<file path="config.mk">
export PLATFORM = sky130hd
export DESIGN_NAME = pit_timer
export DESIGN_NICKNAME = d
export VERILOG_FILES = /design/src/rtl/pit_pkg.sv /design/src/rtl/pit_ctrl_regs.sv /design/src/rtl/pit_count_core.sv /design/src/rtl/pit_read_port.sv /design/src/rtl/pit_timer.sv
export SDC_FILE = /design/constraint.sdc
export NUM_CORES = 1
export LEC_CHECK = 0
export ABC_CLOCK_PERIOD_IN_PS = 3400
export BUFFER_PORTS_ARGS = -buffer_cell sky130_fd_sc_hd__buf_4
export CAP_MARGIN = 40
export CORE_MARGIN = 2
export CORE_UTILIZATION = 33
export CTS_BUF_LIST = sky130_fd_sc_hd__clkbuf_4 sky130_fd_sc_hd__clkbuf_8
export DETAILED_ROUTE_END_ITERATION = 10
export PLACE_DENSITY = 0.6
export SYNTH_ARGS = -nofsm -noshare
export SYNTH_HDL_FRONTEND = slang
export SYNTH_SLANG_ARGS = --single-unit
</file>
<file path="constraint.sdc">
create_clock -name clk -period 3.4 [get_ports clk]
set_input_delay 0.17 -clock clk [delete_from_list [all_inputs] [get_ports clk]]
set_output_delay 0.17 -clock clk [all_outputs]
set_load 0.05 [all_outputs]
</file>
<file path="src/rtl/pit_pkg.sv">
// Package: shared constants for the periodic interval timer.
// Assumes a word-addressed window of at most 16 words.
package pit_pkg;
    localparam int unsigned W_CTRL   = 0;
    localparam int unsigned W_STAT   = 3;
    localparam int unsigned W_THROT  = 4;
    localparam int unsigned W_COUNT  = 5;
    localparam int unsigned W_PERIOD = 6;
    localparam int unsigned CTRL_EN_BIT  = 0;
    localparam int unsigned STAT_PND_BIT = 0;
    localparam int unsigned STAT_IRQ_BIT = 1;
endpackage

</file>
<file path="src/rtl/pit_ctrl_regs.sv">
// Module: pit_ctrl_regs
// Holds the enable bit and the throttle word, and decodes the write strobe.
// Assumes one write per strobe clock; a write to any other word is dropped here.
module pit_ctrl_regs
    import pit_pkg::*;
#(
    parameter int unsigned ADDR_W = 4,
    parameter int unsigned DATA_W = 32
) (
    input  logic              clk,
    input  logic              rst_n,
    input  logic              wr_en,
    input  logic [ADDR_W-1:0] addr,
    input  logic [DATA_W-1:0] wr_data,
    output logic              enable,
    output logic [DATA_W-1:0] throttle,
    output logic              throttle_wr
);
    logic ctrl_hit;

    // Decode which writable word the strobe targets.
    always_comb begin
        ctrl_hit    = wr_en && (addr == ADDR_W'(W_CTRL));
        throttle_wr = wr_en && (addr == ADDR_W'(W_THROT));
    end

    // Store the enable bit and the throttle value.
    always_ff @(posedge clk) begin
        if (!rst_n) begin
            enable   <= 1'b0;
            throttle <= '0;
        end else begin
            if (ctrl_hit)    enable   <= wr_data[CTRL_EN_BIT];
            if (throttle_wr) throttle <= wr_data;
        end
    end
endmodule

</file>
<file path="src/rtl/pit_count_core.sv">
// Module: pit_count_core
// Counts bus clocks up to the throttle value, then wraps and latches a pending flag.
// Assumes the throttle and enable come from registers, so both are stable within a clock.
module pit_count_core #(
    parameter int unsigned CNT_W = 32
) (
    input  logic             clk,
    input  logic             rst_n,
    input  logic             enable,
    input  logic [CNT_W-1:0] throttle,
    input  logic             throttle_wr,
    input  logic             irq_ack,
    output logic [CNT_W-1:0] count,
    output logic             pending
);
    logic running;
    logic at_end;

    // The timer runs only when enabled with a nonzero throttle.
    always_comb begin
        running = enable && (throttle != '0);
        at_end  = running && (count == throttle);
    end

    // Advance, wrap or clear the counter.
    always_ff @(posedge clk) begin
        if (!rst_n)                     count <= '0;
        else if (throttle_wr || !running) count <= '0;
        else if (at_end)                count <= '0;
        else                            count <= count + 1'b1;
    end

    // Set the pending flag on a wrap; a set in the same clock wins over an acknowledge.
    always_ff @(posedge clk) begin
        if (!rst_n)                       pending <= 1'b0;
        else if (at_end && !throttle_wr)  pending <= 1'b1;
        else if (irq_ack)                 pending <= 1'b0;
    end
endmodule

</file>
<file path="src/rtl/pit_read_port.sv">
// Module: pit_read_port
// Selects the addressed word and registers it on a read strobe.
// Assumes every index without a defined word reads as zero.
module pit_read_port
    import pit_pkg::*;
#(
    parameter int unsigned ADDR_W    = 4,
    parameter int unsigned DATA_W    = 32,
    parameter int unsigned PERIOD_NS = 10
) (
    input  logic              clk,
    input  logic              rst_n,
    input  logic              rd_en,
    input  logic [ADDR_W-1:0] addr,
    input  logic              enable,
    input  logic [DATA_W-1:0] throttle,
    input  logic [DATA_W-1:0] count,
    input  logic              pending,
    input  logic              irq,
    output logic [DATA_W-1:0] rd_data
);
    localparam logic [DATA_W-1:0] PERIOD_WORD = DATA_W'(PERIOD_NS);

    logic [DATA_W-1:0] sel_word;

    // Build the word at the current index.
    always_comb begin
        sel_word = '0;
        case (int'(addr))
            W_CTRL:   sel_word[CTRL_EN_BIT] = enable;
            W_STAT: begin
                sel_word[STAT_PND_BIT] = pending;
                sel_word[STAT_IRQ_BIT] = irq;
            end
            W_THROT:  sel_word = throttle;
            W_COUNT:  sel_word = count;
            W_PERIOD: sel_word = PERIOD_WORD;
            default:  sel_word = '0;
        endcase
    end

    // Capture the selected word on a read strobe and hold it otherwise.
    always_ff @(posedge clk) begin
        if (!rst_n)     rd_data <= '0;
        else if (rd_en) rd_data <= sel_word;
    end
endmodule

</file>
<file path="src/rtl/pit_timer.sv">
// Module: pit_timer (top)
// Bus-mapped periodic interval timer with a level interrupt and an acknowledge input.
// Assumes a synchronous active-low reset and single-clock strobes.
module pit_timer #(
    parameter int unsigned ADDR_W    = 4,
    parameter int unsigned DATA_W    = 32,
    parameter int unsigned PERIOD_NS = 10
) (
    input  logic              clk,
    input  logic              rst_n,
    input  logic              wr_en,
    input  logic              rd_en,
    input  logic [ADDR_W-1:0] addr,
    input  logic [DATA_W-1:0] wr_data,
    output logic [DATA_W-1:0] rd_data,
    input  logic              irq_ack,
    output logic              irq
);
    logic              enable;
    logic              throttle_wr;
    logic              pending;
    logic [DATA_W-1:0] throttle;
    logic [DATA_W-1:0] count;

    pit_ctrl_regs #(.ADDR_W(ADDR_W), .DATA_W(DATA_W)) i_regs (
        .clk(clk), .rst_n(rst_n), .wr_en(wr_en), .addr(addr), .wr_data(wr_data),
        .enable(enable), .throttle(throttle), .throttle_wr(throttle_wr)
    );

    pit_count_core #(.CNT_W(DATA_W)) i_core (
        .clk(clk), .rst_n(rst_n), .enable(enable), .throttle(throttle),
        .throttle_wr(throttle_wr), .irq_ack(irq_ack), .count(count), .pending(pending)
    );

    // The request is the pending flag masked by the enable.
    always_comb irq = pending && enable;

    pit_read_port #(.ADDR_W(ADDR_W), .DATA_W(DATA_W), .PERIOD_NS(PERIOD_NS)) i_rd (
        .clk(clk), .rst_n(rst_n), .rd_en(rd_en), .addr(addr), .enable(enable),
        .throttle(throttle), .count(count), .pending(pending), .irq(irq), .rd_data(rd_data)
    );
endmodule

</file>
==> key figures, run 1 <==
Worst hold path
  – HP Start: wr_data[8]
  – Worst hold path type: input pin to flop
  – Hold Path End: i_regs.throttle[8]$_SDFFE_PN0P_
  – Worst Hold Path Cells: 3

Logic synthesis
  – Syn_nets: 594
  – Post-Synthesis Mean Instance Area: 8.577 sq um
  – Number of distinct library cells after synthesis: 46
  – Post-synth top area share: 0.4144
  – FF+latch count, synth: 98
  – EDFF count, synth: 0
  – Synth area leader: dfxtp_1
  – Share of the yosys chip area belonging to registers: 0.4144
  – Top cells by area, synth: dfxtp_1, xor2_1, nand2_1
  – Top post-synthesis cells by count: dfxtp_1, nand2_1, xor2_1
  – Synth Warn #: 0
  – Count leader, synth: dfxtp_1
  – FFs w/ async S/R, synth: 0
  – Synth Flop Type: dfxtp_1
  – Cells after Synth: 552
  – Synth Cell Area: 4735 sq um

Die
  – # rows: 43
  – IO Pins: 74
  – Die Ht: 123.8 um
  – CORE AREA: 13,930 sq um
  – Starting density of the core: 0.3398
  – Die area: 15,320 sq um
  – Die X: 123.8 um

Setup path
  – WP data required: 3670 ps
  – Crit path DAT: 2560 ps
  – FF-to-FF End: i_core.count[6]$_SDFF_PP0_
  – R2R depth: 6
  – Crit end category: flop
  – Critical path class: flop to flop
  – Reg-to-Reg Start: i_core.count[25]$_SDFF_PP0_
  – Critical path fanouts, max: 19
  – CP startpoint kind: flop
  – Worst reg-to-reg setup slack: 1110 ps

Route
  – DR iter-0 viols: 237
  – Routed wire length: 12.85 mm
  – Routed len/inst: 16.30 um
  – Via/cell ratio: 5.155
  – DRC errors left: 0
  – Vias: 4,062
  – Total iterations of the first detailed-routing run: 4
  – Final antenna-violating net count: 0

Placement
  – RePlAce Congestion: 0.8723
  – Final HPWL DP: 9.226 mm
  – Placed cell count: 772
  – I/O Buffers: 73

CTS
  – Later-pin clock latency in the skew report: 380 ps
  – CTS H-tree depth: 3
  – CTS resizes: 0
  – Clock transition at path regs: 100 ps
  – Total clock sinks: 98
  – TritonCTS Buffers: 9
  – CTS tree: built
  – Clock root cell: clkbuf_8
  – CTS max path bufs: 2
  – Hold Buf Count CTS: 0
  – Post-CTS setup buffer count: 0

Cells and area
  – Area delta synth->final: 18.60%
  – Share of cells above drive strength 1: 0.1776
  – # diodes: 0
  – # fillers: 1,454
  – Final Net Count: 645
  – Cell Count, Final, Fillers Out: 788

Job
  – Max-cap violations: 0

STA
  – Final period util: 0.6736
  – Actual slew at the worst max-slew pin: 651.9 ps
  – Unrepaired setup endpoints after global routing: no
  – Setup total negative slack: 0 ps
  – Clock skew: 10.22 ps
  – Final min period: 2290 ps
  – Hold Fails Final Rpt: 0
  – Max Slew Vio Count: 0
  – Final setup vio count: 0
  – Max_slew headroom: 0.5621
  – F_max: 436.6 MHz

Power
  – Tot Pwr: 0.002189 W
  – Pwr per Cell Area: 389.8 nW/um^2
  – Lkg Pwr: 2.168 nW
  – Worst IR Drop VDD: 203.7 uV

Global route
  – First-pass GRT wire length: 20.78 mm
  – Largest net degree at the start of global routing: 68
  – Tot GR Track Use: 0.1766
  – Initial antenna violation count: 0
  – Number of global-route vias before repair: 3,915
  – GRT overflow: 0

Run status
  – Status: complete, no violations
-- area by class of cell --
type / count / area, sq um / area share
Inverter: 32 / 120.1 / 0.02139
Multi-Input combinational cell: 382 / 2446 / 0.4356
Clock buffer: 9 / 123.9 / 0.02206
Clock inverter: 7 / 117.6 / 0.02094
Tap cell: 180 / 225.2 / 0.04011
Sequential cell: 98 / 1962 / 0.3494
Timing Repair Buffer: 80 / 620.6 / 0.1105
-- worst max-delay path, stage by stage (launching register included) --
cell and delay [ps]:
dfxtp_1 450, xor2_1 110, nor4_1 390, nand4_1 200, o21ai_2 570, buf_4 370, nor2_1 80
-- per-stage QoR --
| step | util | setup slack, ps | hold slack (ps) | cell area [sq um] |
|---|---|---|---|---|
| finish | 0.4030 | 1110 | 37.51 | 5615 |
| detailed placement | 0.3857 | 1131 | 432.1 | 5374 |
| CTS | 0.4030 | 1120 | 27.35 | 5615 |
| floorplan | - | 1686 | 304.8 | 4735 |
| global route | 0.4030 | 964.3 | 27.69 | 5615 |
| global placement | 0.3831 | 1200 | 426.0 | 5339 |
-- state kept, by name (all words and copies together) (netlist names) --
name             flops
i_core.count        32
i_core.pending       1
i_rd.rd_data        32
i_regs.enable        1
i_regs.throttle     32
-- placed cells by master (no fill, tap or decap), types with 2 or more instances in the layout --
cell,instances
a21boi_0,21
a21boi_1,12
a21oi_1,2
a22oi_1,30
and2_1,34
and3_1,2
and4_1,4
buf_4,79
bufinv_16,3
clkbuf_8,9
clkinvlp_4,3
dfxtp_1,98
inv_1,32
nand2_1,73
nand2b_1,2
nand3_1,15
nand4_1,15
nand4_2,2
nand4b_1,2
nor2_1,35
nor2_2,4
nor2b_1,2
nor3_2,2
nor4_1,17
o22ai_1,29
xnor2_1,6
xor2_1,56
-- logic make-up (layout without fill, tap and decap cells) --
kind of cell | count (synthesis) | after routing | share of synthesized area
multiplexers | 1 | 1 | 0.002114
XOR/XNOR | 62 | 62 | 0.1147
AO/OA/AOI/OAI | 103 | 103 | 0.1570
flip-flops | 98 | 98 | 0.4144
adder cells (fa/ha/maj) | 1 | 1 | 0.002642
buffers and inverters | 72 | 128 | 0.06898
AND/OR/NAND/NOR | 215 | 215 | 0.2402
-- per-layer routing --
layer | share of wire | global-route usage
met1 | 0.48 | 0.2447
met2 | 0.45 | 0.2761
met3 | 0.062 | 0.04075
met4 | 0.012 | 0.04688
met5 | 0 | 0
-- report_power, final --
group	switching [W]	internal [W]	total, W
Sequential	0.00000769	0.00115	0.00116
Combinational	0.0000646	0.0000564	0.000121
Clock	0.000420	0.000487	0.000907
Total	0.000493	0.00170	0.00219
-- worst max-delay path by stage --
stage                                  endpoint                        start  cells past startpoint  slack (ps)
finish               i_core.count[6]$_SDFF_PP0_  i_core.count[25]$_SDFF_PP0_                      6        1110
global route        i_core.count[29]$_SDFF_PP0_  i_core.count[29]$_SDFF_PP0_                      6         960
CTS                  i_core.count[5]$_SDFF_PP0_  i_core.count[25]$_SDFF_PP0_                      6        1120
detailed placement   i_core.count[5]$_SDFF_PP0_  i_core.count[25]$_SDFF_PP0_                      6        1130
global placement    i_core.count[25]$_SDFF_PP0_  i_core.count[29]$_SDFF_PP0_                      6        1200
floorplan           i_core.count[30]$_SDFF_PP0_   i_core.count[0]$_SDFF_PP0_                      6        1690
No activity file was read; power rests on OpenSTA's default activity.
==> run 2: changes to the inputs <==
Settings changed: ABC_CLOCK_PERIOD_IN_PS 3400 to 1900, PLACE_DENSITY 0.6 to 0.62.
Clock period 3.4 ns to 1.9 ns, I/O delays scaled along.
==> key figures, run 2 (synthesis results as in run 1) <==
STA
  – Max Slew Vio Count: 0 (unchanged)
  – Max_slew headroom: 0.6498 (was 0.5621)
  – Final setup vio count: 0 (unchanged)
  – Unrepaired setup endpoints after global routing: no (unchanged)
  – Final period util: 0.9508 (was 0.6736)
  – F_max: 553.6 MHz (was 436.6 MHz)
  – Clock skew: 12.76 ps (was 10.22 ps)
  – Final min period: 1806 ps (was 2290 ps)
  – Worst setup margin: 93.55 ps (was 1110 ps)
  – Hold Fails Final Rpt: 0 (unchanged)
  – Setup total negative slack: 0 ps (unchanged)
  – Actual slew at the worst max-slew pin: 525.4 ps (was 651.9 ps)

Placement
  – RePlAce Congestion: 0.8457 (was 0.8723)
  – Pre-CTS setup slack: 108.8 ps (was 1131 ps)
  – Final HPWL DP: 9.155 mm (was 9.226 mm)
  – Placed cell count: 782 (was 772)
  – I/O Buffers: 73 (unchanged)

Cells and area
  – Cell Count, Final, Fillers Out: 829 (was 788)
  – Most frequent cells in the layout: dfxtp_1, buf_4, nand2_1, xor2_1, nor2_1 (unchanged)
  – Share of cells above drive strength 1: 0.1849 (was 0.1776)
  – # fillers: 1,388 (was 1,454)
  – # diodes: 0 (unchanged)
  – Commonest non-fill, non-tap cell in the layout: dfxtp_1 (unchanged)
  – Final Net Count: 686 (was 645)
  – Regs by FF count: i_core.count (32), i_rd.rd_data (32), i_regs.throttle (32) (unchanged)
  – Area delta synth->final: 26.37% (was 18.60%)

Die
  – CORE AREA: 13,930 sq um (unchanged)
  – Die Ht: 123.8 um (unchanged)
  – Die area: 15,320 sq um (unchanged)
  – IO Pins: 74 (unchanged)
  – Starting density of the core: 0.3398 (unchanged)
  – Die X: 123.8 um (unchanged)
  – # rows: 43 (unchanged)

CTS
  – CTS max path bufs: 2 (unchanged)
  – Total clock sinks: 98 (unchanged)
  – Clock transition at path regs: 100 ps (about the same)
  – CTS tree: built (unchanged)
  – CTS H-tree depth: 3 (unchanged)
  – TritonCTS Buffers: 9 (unchanged)
  – Clock root cell: clkbuf_8 (unchanged)
  – Later-pin clock latency in the skew report: 370 ps (was 380 ps)

Setup path
  – CP max-delay cell: dfxtp_1 (was o21ai_2)
  – WP data required: 2170 ps (was 3670 ps)
  – CP startpoint kind: flop (unchanged)
  – Reg-to-Reg Start: i_core.count[8]$_SDFF_PP0_ (was i_core.count[25]$_SDFF_PP0_)
  – Crit end category: flop (unchanged)
  – Critical path class: flop to flop (unchanged)
  – Biggest cell delay along the critical path: 520 ps (was 570 ps)
  – Crit path DAT: 2070 ps (was 2560 ps)
  – Crit-path cells: xor2_1 -> nor4_1 -> nand4_1 -> o21ai_2 -> buf_12 -> nor2_1 (was xor2_1 -> nor4_1 -> nand4_1 -> o21ai_2 -> buf_4 -> nor2_1)
  – Critical path fanouts, max: 25 (was 19)
  – Crit path launch: i_core.count[8]$_SDFF_PP0_ (was i_core.count[25]$_SDFF_PP0_)

Global route
  – Number of global-route vias before repair: 3,910 (was 3,915)
  – GRT overflow: 0 (unchanged)
  – Largest net degree at the start of global routing: 68 (unchanged)
  – Initial antenna violation count: 0 (unchanged)
  – First-pass GRT wire length: 20.32 mm (was 20.78 mm)
  – Tot GR Track Use: 0.1715 (was 0.1766)

Route
  – Vias: 4,113 (was 4,062)
  – Routed len/inst: 15.24 um (was 16.30 um)
  – DR iter-0 viols: 369 (was 237)
  – Final antenna-violating net count: 0 (unchanged)
  – Via/cell ratio: 4.961 (was 5.155)
  – Routed wire length: 12.63 mm (was 12.85 mm)
  – Total iterations of the first detailed-routing run: 4 (unchanged)
  – DRC errors left: 0 (unchanged)

Power
  – Pwr per Cell Area: 645.5 nW/um^2 (was 389.8 nW/um^2)
  – Switching power: 0.0008771 W (was 0.0004927 W)
  – Pint: 0.002985 W (was 0.001696 W)
  – Tot Pwr: 0.003862 W (was 0.002189 W)
  – Worst IR Drop VDD: 400.7 uV (was 203.7 uV)
  – Combinational fraction of design power: 0.069 (was 0.055)
  – Clock share of power: 0.393 (was 0.414)
  – Lkg Pwr: 2.349 nW (was 2.168 nW)
  – Sw Share: 0.2271 (was 0.2251)
  – Seq pwr share: 0.538 (was 0.530)

Job
  – Max-cap violations: 0 (unchanged)

Worst hold path
  – Worst hold path type: input pin to flop (unchanged)
  – HP Start: wr_data[30] (was wr_data[8])

Run status
  – Status: complete, no violations (unchanged)
[run 2: routing by layer]
layer / track usage / vias up / share of wire
met2: 0.2737 / 103 / 0.46
met5: 0 / - / 0
met1: 0.2358 / 1921 / 0.48
met3: 0.02060 / 17 / 0.038
li1: - / 2072 / -
met4: 0.06818 / 0 / 0.022
[run 2: metrics by stage]
stage                     hold WS (ps)  area, sq um    util
final                            25.05         5983  0.4294
after floorplan                  229.8         4735       -
after detailed placement         358.0         5441  0.3905
after global placement           345.3         5441  0.3905
after global routing             24.41         5983  0.4294
after CTS                        8.255         5979  0.4291
[run 2: critical path: cells and delay by family, from the launching register on]
family	cells	cell delay [ps]
flip-flops	1	520
AND/OR/NAND/NOR	3	610
XOR/XNOR	1	110
AO/OA/AOI/OAI	1	240
buffers and inverters	1	200
[run 2: worst paths after layout]
path | slack [ps] | endpoint | depth (start not counted)
worst max register to register | 90 | i_core.count[12]$_SDFF_PP0_ | 6
worst max-delay path | 90 | i_core.count[12]$_SDFF_PP0_ | 6
worst min-delay path | 30 | i_regs.throttle[30]$_SDFFE_PN0P_ | 3
worst min register to register | 510 | i_rd.rd_data[0]$_SDFFE_PN0P_ | 1
[run 2: cell type report]
| cell class | instances | area, sq um | area share |
|---|---|---|---|
| tap | 180 | 225.2 | 0.03764 |
| sequential | 98 | 1963 | 0.3281 |
| clock inverter | 6 | 90.09 | 0.01506 |
| timing repair buffer | 121 | 998.5 | 0.1669 |
| clock buffer | 10 | 137.6 | 0.02300 |
| inverter | 32 | 120.1 | 0.02008 |
| multi-input combinational | 382 | 2449 | 0.4092 |
[run 2: power groups by stage]
stage               clock [W]  sequential [W]  combinational, W
floorplan                   0         0.00213          0.000107
CTS                   0.00155         0.00208          0.000269
global route          0.00162         0.00208          0.000291
global placement            0         0.00212          0.000215
finish                0.00152         0.00208          0.000268
detailed placement          0         0.00212          0.000218
[run 2: timing repair]
item / in CTS / in global routing
hold buffers: 31 / 0
gates resized for setup: 0 / 2
setup buffers: 0 / 0
endpoints found under the setup margin: 0 / 4
hold endpoints to repair: 31 / 0
